File: src/rtl/pp_pkg.sv
package pp_pkg;

    localparam int PP_PIN_W  = 20;
    localparam int PP_WORD_W = 32;

    typedef enum logic [1:0] {
        PM_BYTE  = 2'b00,
        PM_MIXED = 2'b01,
        PM_HALF  = 2'b10,
        PM_FULL  = 2'b11
    } pp_mode_e;

    typedef enum logic [1:0] {
        ST_OFF  = 2'b00,
        ST_FILL = 2'b01,
        ST_HOLD = 2'b10
    } pp_state_e;

    // index of the final slot of a word for each packing mode
    function automatic logic [1:0] pp_last_slot(input pp_mode_e m);
        unique case (m)
            PM_BYTE:  return 2'd3;
            PM_MIXED: return 2'd2;
            PM_HALF:  return 2'd1;
            PM_FULL:  return 2'd0;
        endcase
    endfunction

    // position a sample's MSB-aligned bits into its slot of the word
    function automatic logic [PP_WORD_W-1:0] pp_place(input pp_mode_e m,
                                                      input logic [1:0] slot,
                                                      input logic [PP_PIN_W-1:0] d);
        logic [PP_WORD_W-1:0] r;
        r = '0;
        unique case (m)
            PM_BYTE:  r = {d[19:12], 24'b0} >> (5'(slot) * 5'd8);
            PM_MIXED: begin
                unique case (slot)
                    2'd0:    r = {d[19:9], 21'b0};
                    2'd1:    r = {11'b0, d[19:9], 10'b0};
                    default: r = {22'b0, d[19:10]};
                endcase
            end
            PM_HALF:  r = {d[19:4], 16'b0} >> (5'(slot) * 5'd16);
            PM_FULL:  r = {d, 12'b0};
        endcase
        return r;
    endfunction

endpackage

File: src/rtl/pp_ctl_regs.sv
module pp_ctl_regs
    import pp_pkg::*;
#(
    parameter int REG_W = 32
) (
    input  logic             clk,
    input  logic             rst_n,
    input  logic             reg_wr,
    input  logic [REG_W-1:0] reg_wdata,
    input  logic             ovf_set,
    output logic [REG_W-1:0] reg_rdata,
    output logic             en,
    output logic             edge_fall,
    output pp_mode_e         mode,
    output logic             clr
);
    localparam int B_EN   = REG_W - 1;
    localparam int B_STB  = REG_W - 2;
    localparam int B_EDGE = REG_W - 3;
    localparam int B_MODE = REG_W - 4;

    logic     en_q, edge_q, ovf_q;
    pp_mode_e mode_q;
    pp_mode_e mode_w;
    logic     unused_wbits;

    assign mode_w       = pp_mode_e'(reg_wdata[B_MODE -: 2]);
    assign unused_wbits = ^reg_wdata[B_MODE-2:1];

    // discard pulse: strobe bit, mode change, or a write that disables
    assign clr = reg_wr && (reg_wdata[B_STB] || (mode_w != mode_q) || !reg_wdata[B_EN]);

    always_ff @(posedge clk or negedge rst_n) begin
        if (!rst_n) begin
            en_q   <= 1'b0;
            edge_q <= 1'b0;
            mode_q <= PM_BYTE;
        end else if (reg_wr) begin
            en_q   <= reg_wdata[B_EN];
            edge_q <= reg_wdata[B_EDGE];
            mode_q <= mode_w;
        end
    end

    always_ff @(posedge clk or negedge rst_n) begin
        if (!rst_n)                      ovf_q <= 1'b0;
        else if (ovf_set)                ovf_q <= 1'b1;
        else if (reg_wr && reg_wdata[0]) ovf_q <= 1'b0;
    end

    always_comb begin
        reg_rdata             = '0;
        reg_rdata[B_EN]       = en_q;
        reg_rdata[B_EDGE]     = edge_q;
        reg_rdata[B_MODE -: 2] = mode_q;
        reg_rdata[0]          = ovf_q;
    end

    assign en        = en_q;
    assign edge_fall = edge_q;
    assign mode      = mode_q;
endmodule

File: src/rtl/pp_port_sync.sv
module pp_port_sync #(
    parameter int W      = 20,
    parameter int STAGES = 2
) (
    input  logic         clk,
    input  logic         rst_n,
    input  logic         pin_clk,
    input  logic [W-1:0] pin_data,
    input  logic         edge_fall,
    output logic         cap,
    output logic [W-1:0] cap_data
);
    logic [STAGES-1:0] ck_sr;
    logic [W-1:0]      dt_sr [STAGES];
    logic              ck_prev;

    genvar g;
    generate
        for (g = 0; g < STAGES; g++) begin : g_stage
            if (g == 0) begin : g_first
                always_ff @(posedge clk or negedge rst_n) begin
                    if (!rst_n) begin
                        ck_sr[0] <= 1'b0;
                        dt_sr[0] <= '0;
                    end else begin
                        ck_sr[0] <= pin_clk;
                        dt_sr[0] <= pin_data;
                    end
                end
            end else begin : g_next
                always_ff @(posedge clk or negedge rst_n) begin
                    if (!rst_n) begin
                        ck_sr[g] <= 1'b0;
                        dt_sr[g] <= '0;
                    end else begin
                        ck_sr[g] <= ck_sr[g-1];
                        dt_sr[g] <= dt_sr[g-1];
                    end
                end
            end
        end
    endgenerate

    always_ff @(posedge clk or negedge rst_n) begin
        if (!rst_n) ck_prev <= 1'b0;
        else        ck_prev <= ck_sr[STAGES-1];
    end

    assign cap      = edge_fall ? (ck_prev && !ck_sr[STAGES-1])
                                : (!ck_prev && ck_sr[STAGES-1]);
    assign cap_data = dt_sr[STAGES-1];
endmodule

File: src/rtl/pp_pack_fsm.sv
module pp_pack_fsm
    import pp_pkg::*;
(
    input  logic                 clk,
    input  logic                 rst_n,
    input  logic                 en,
    input  pp_mode_e             mode,
    input  logic                 clr,
    input  logic                 cap,
    input  logic [PP_PIN_W-1:0]  cap_data,
    input  logic                 wr_ready,
    output logic                 wr_valid,
    output logic [PP_WORD_W-1:0] wr_data,
    output logic                 ovf_set
);
    pp_state_e            state_q, state_d;
    logic [1:0]           slot_q;
    logic [PP_WORD_W-1:0] acc_q, word_q, acc_nx;
    logic                 live, accept, drop, last;

    assign live   = en && !clr && (state_q != ST_OFF);
    assign accept = live && cap && (state_q != ST_HOLD || wr_ready);
    assign drop   = live && cap && (state_q == ST_HOLD) && !wr_ready;
    assign last   = (slot_q == pp_last_slot(mode));
    assign acc_nx = acc_q | pp_place(mode, slot_q, cap_data);

    // next-state logic
    always_comb begin
        state_d = state_q;
        unique case (state_q)
            ST_OFF:  if (en) state_d = ST_FILL;
            ST_FILL: if (accept && last) state_d = ST_HOLD;
            ST_HOLD: begin
                if (accept && last) state_d = ST_HOLD;
                else if (wr_ready)  state_d = ST_FILL;
            end
            default: state_d = ST_OFF;
        endcase
        if (!en)                        state_d = ST_OFF;
        else if (clr && state_q != ST_OFF) state_d = ST_FILL;
    end

    // state register
    always_ff @(posedge clk or negedge rst_n) begin
        if (!rst_n) state_q <= ST_OFF;
        else        state_q <= state_d;
    end

    // slot counter and word assembly
    always_ff @(posedge clk or negedge rst_n) begin
        if (!rst_n) begin
            slot_q <= '0;
            acc_q  <= '0;
            word_q <= '0;
        end else if (!en || clr || state_q == ST_OFF) begin
            slot_q <= '0;
            acc_q  <= '0;
        end else if (accept) begin
            if (last) begin
                slot_q <= '0;
                acc_q  <= '0;
                word_q <= acc_nx;
            end else begin
                slot_q <= slot_q + 2'd1;
                acc_q  <= acc_nx;
            end
        end
    end

    // outputs
    always_comb begin
        wr_valid = (state_q == ST_HOLD) && en;
        wr_data  = word_q;
        ovf_set  = drop;
    end
endmodule

File: src/rtl/par_pack_top.sv
module par_pack_top
    import pp_pkg::*;
(
    input  logic                 clk,
    input  logic                 rst_n,
    input  logic                 reg_wr,
    input  logic [31:0]          reg_wdata,
    output logic [31:0]          reg_rdata,
    input  logic                 pin_clk,
    input  logic [PP_PIN_W-1:0]  pin_data,
    output logic                 wr_valid,
    output logic [PP_WORD_W-1:0] wr_data,
    input  logic                 wr_ready
);
    logic                en, edge_fall, clr, cap, ovf_set;
    pp_mode_e            mode;
    logic [PP_PIN_W-1:0] cap_data;

    pp_ctl_regs #(.REG_W(32)) u_regs (
        .clk       (clk),
        .rst_n     (rst_n),
        .reg_wr    (reg_wr),
        .reg_wdata (reg_wdata),
        .ovf_set   (ovf_set),
        .reg_rdata (reg_rdata),
        .en        (en),
        .edge_fall (edge_fall),
        .mode      (mode),
        .clr       (clr)
    );

    pp_port_sync #(.W(PP_PIN_W), .STAGES(2)) u_sync (
        .clk       (clk),
        .rst_n     (rst_n),
        .pin_clk   (pin_clk),
        .pin_data  (pin_data),
        .edge_fall (edge_fall),
        .cap       (cap),
        .cap_data  (cap_data)
    );

    pp_pack_fsm u_fsm (
        .clk      (clk),
        .rst_n    (rst_n),
        .en       (en),
        .mode     (mode),
        .clr      (clr),
        .cap      (cap),
        .cap_data (cap_data),
        .wr_ready (wr_ready),
        .wr_valid (wr_valid),
        .wr_data  (wr_data),
        .ovf_set  (ovf_set)
    );
endmodule

File: config.mk
export PLATFORM = sky130hd
export DESIGN_NAME = par_pack_top
export DESIGN_NICKNAME = d
export VERILOG_FILES = /design/src/rtl/pp_pkg.sv /design/src/rtl/pp_ctl_regs.sv /design/src/rtl/pp_port_sync.sv /design/src/rtl/pp_pack_fsm.sv /design/src/rtl/par_pack_top.sv
export SDC_FILE = /design/constraint.sdc
export NUM_CORES = 1
export LEC_CHECK = 0
export ABC_AREA = 1
export ABC_CLOCK_PERIOD_IN_PS = 3400
export BUFFER_PORTS_ARGS = -buffer_cell sky130_fd_sc_hd__buf_2
export CAP_MARGIN = 0
export CELL_PAD_IN_SITES_DETAIL_PLACEMENT = 1
export CELL_PAD_IN_SITES_GLOBAL_PLACEMENT = 1
export CORE_ASPECT_RATIO = 1.5
export CORE_MARGIN = 2
export CORE_UTILIZATION = 40
export DETAILED_ROUTE_END_ITERATION = 12
export HOLD_SLACK_MARGIN = 0.06
export PLACE_DENSITY = 0.88
export SLEW_MARGIN = 15
export SYNTH_ARGS = -nofsm -noshare
export SYNTH_HDL_FRONTEND = slang
export SYNTH_SLANG_ARGS = --single-unit
File: constraint.sdc
create_clock -name clk -period 3.4 [get_ports clk]
set_input_delay 0.17 -clock clk [delete_from_list [all_inputs] [get_ports clk]]
set_output_delay 0.17 -clock clk [all_outputs]
set_load 0.01 [all_outputs]
==> metrics.cfg <==
[sta]
fin_setup_tns_ns=0
worstMarginPinSlew_ns=0.849
skew_ns=0.00853
period_share_pct=74.5
rsz0062_at_grt=false
fmax_ghz=0.395
holdWs_ns=0.0672
finalHoldViolCount=0
finalMaxSlewViolations=0
min_period_ns=2.53
setup_viol_count_final=0
max_slew_margin_pct=41.9

[placement]
dp_hpwl_mm=9.87
place_inst=742
post_dp_cell_area_sq_um=5470
place_congestion=0.884
io_buffers=68

[final_layout]
drive_above_1_share_pct=21.2
seqCellArea_sq_um=2900
instances_no_fill=797
nets=690
final_cell_area_sq_um=6270
utilization_pct=50.1
nFillCells=1475
syn_to_final_growth_pct=21.7
antenna_cells=0
multi_input_area_sq_um=1780

[setup_path]
reg2reg_to=u_fsm.wr_data[10]
crit_fanout=13
start_kind=register
endpoint_kind=register
crit_type=reg -> reg
crit_arrival_ns=2.79
required_ns=3.66
r2r-start=u_fsm.slot_q[1]
r2r.worst_path.cells=6
rrSetupSlack_ns=0.87

[clock_tree]
ctsLongestPathBuffers=2
post_cts_resized=0
cts-buffers-inserted=17
cts-root-buf=clkbuf_16
clock-sinks=116
tritoncts=built
clk_pin_slew_ns=0.05
clkLatencyLatePin_ns=0.41
postCtsSetupRepairBufs=0
ctsHtreeMaxLevel=4

[detailed_routing]
ant_nets=0
via_per_inst=5.19
drtIter0Drc=304
route.detailed.drc=0
routedWlPerCell_um=18.1
wirelength_mm=14.4
vias=4136
firstDrtPassIters=4

[logic_synthesis]
syn_inst=536
synth_edf_count=0
seq_area_frac_synth_pct=56.4
synth_cell_types=41
ys_ff_latch=116
ys_warn_count=0
synth_area_sq_um=5150
synth_top_flop_cell=dfrtp_1
async_flop_share_pct=100
synth.avg_cell_area_sq_um=9.61

[global_routing]
grt_max_degree=52
grt_overflow=0
antenna_found_initial=0
grt_pass1_wl_mm=23.2
track_usage_pct=21.7
first_global_vias=4387

[power_and_ir_drop]
p_leak_uw=0.00301
ir_worst_vdd_mv=0.392
p_clk_share_pct=45.1
pwr-share-seq_pct=42.4
power_density_nw_per_um2=575
switching_power_uw=939
swShare_pct=26.1
p_int_uw=2660
combPwrFrac_pct=12.5

[floorplan]
die_height_um=143
dieArea_sq_um=13800
core_sq_um=12500
start_util_pct=41.2
die_x_um=96.6
boundaryPins=122
rows=50

[job]
cap_violations=0

[min_path]
timing.hold.worst.class=in -> reg
hp-start=reg_wdata[0]
min_delay_path_depth=4
hold_end=u_regs.ovf_q

[status]
outcome=finished clean

per-layer routing:
| metal | GRT usage, % | wire length [um] | vias up |
|---|---|---|---|
| li1 | - | - | 1916 |
| met1 | 23.1 | 5320 | 2071 |
| met2 | 40.7 | 8090 | 114 |
| met3 | 3.87 | 485 | 35 |
| met4 | 11.3 | 543 | 0 |
| met5 | 0 | 0 | - |
layout make-up:
class	instances	share of cell area, %
clock buffers	23	7.63
inverters	51	3.13
multi-input cells	344	28.5
repair buffers	101	10.5
flip-flops and latches	116	46.3
well taps	156	3.12
clock inverters	6	0.879
power groups by stage:
stage,registers [uW],logic (uW),clock network [uW]
floorplan,1560,267,0
global placement,1540,407,0
detailed placement,1550,426,0
CTS,1530,452,1640
global route,1540,500,1710
finish,1530,451,1620
cells in the mapped netlist, types with 3 or more instances:
| cell | n | area share, % |
|---|---|---|
| a211oi_1 | 13 | 1.9 |
| nand2_1 | 97 | 7.1 |
| o21ai_0 | 36 | 3.5 |
| o22ai_2 | 3 | 0.73 |
| buf_4 | 33 | 4.8 |
| a21oi_1 | 4 | 0.39 |
| dfrtp_1 | 116 | 56 |
| nand3_1 | 17 | 1.7 |
| nor2_2 | 4 | 0.49 |
| o21ai_2 | 11 | 1.9 |
| buf_6 | 5 | 1.1 |
| a311oi_1 | 3 | 0.51 |
| nor3_1 | 29 | 2.8 |
| o32ai_1 | 3 | 0.51 |
| inv_1 | 45 | 3.3 |
| o21ai_1 | 20 | 1.9 |
| clkbuf_1 | 3 | 0.22 |
| nor2_4 | 3 | 0.66 |
| nor2_1 | 41 | 3.0 |
| buf_2 | 10 | 0.97 |
| a31oi_1 | 8 | 0.97 |
| inv_2 | 3 | 0.22 |
| o22ai_1 | 6 | 0.73 |
cells in the final DEF (no fill, tap or decap), types with 2 or more instances in the layout:
master         count
a211oi_1          13
a21oi_1            4
a311oi_1           3
a31oi_1            8
buf_2             67
buf_4              8
clkbuf_1           3
clkbuf_16         17
clkbuf_8           3
clkinv_2           5
conb_1            27
dfrtp_1          116
dlygate4sd3_1     26
ha_1               2
inv_1             45
inv_2              3
inv_4              2
nand2_1           97
nand2_4            2
nand3_1           17
nand3_2            2
nand4_4            2
nor2_1            41
nor2_2             4
nor2_4             3
nor3_1            29
o21ai_0           36
o21ai_1           20
o21ai_2           11
o22ai_1            6
o22ai_2            3
o32ai_1            3
cell families (layout without fill, tap and decap cells):
kind of cell	count (synthesis)	after routing	synth area share [%]
buf+inv	102	181	10.9
fa+ha+maj	2	2	0.486
other cells	1	27	0.0728
compound gates	112	112	13.8
flops	116	116	56.4
simple gates	203	203	18.3
critical path, cell delays in order, from the launching register on:
cell      delay (ns)
dfrtp_1         0.64
inv_1           0.34
ha_1            0.32
clkinv_1        0.19
nor3_1          0.08
nor4_1          0.62
o21ai_0         0.19
sequential cells by signal, summed over array words and instances (netlist names):
name and cells:
u_sync.cap_data 20, u_fsm.slot_q 2, u_fsm.acc_q 32, u_regs.ovf_q 1, u_sync.dt_sr 20, u_fsm.wr_data 32, u_regs.mode 2, u_sync.ck_prev 1
u_regs.en 1, u_regs.edge_fall 1, u_fsm.state_q 2, u_sync.ck_sr 2
metrics by stage:
step | power [uW] | setup WS, ns
after floorplan | 1820 | 1.70
after global placement | 1950 | 1.05
after detailed placement | 1970 | 0.970
after CTS | 3620 | 0.910
after global routing | 3750 | 0.719
final | 3600 | 0.867
worst max-delay path by stage:
stage                                from           endpoint  slack [ns]  cells after the start
final                     u_fsm.slot_q[1]  u_fsm.wr_data[10]        0.87                      6
after global routing      u_fsm.slot_q[1]  u_fsm.wr_data[10]        0.72                      6
after CTS                 u_fsm.slot_q[1]  u_fsm.wr_data[10]        0.91                      6
after detailed placement  u_fsm.slot_q[1]  u_fsm.wr_data[10]        0.97                      6
after global placement    u_fsm.slot_q[1]  u_fsm.wr_data[10]        1.05                      6
after floorplan           u_fsm.slot_q[1]  u_fsm.wr_data[18]        1.70                      7
timing repair:
action	4_1_cts	5_1_grt
hold endpoints to repair	74	0
hold buffers	26	0
setup endpoints to repair	0	0
No activity file was read; power rests on OpenSTA's default activity.
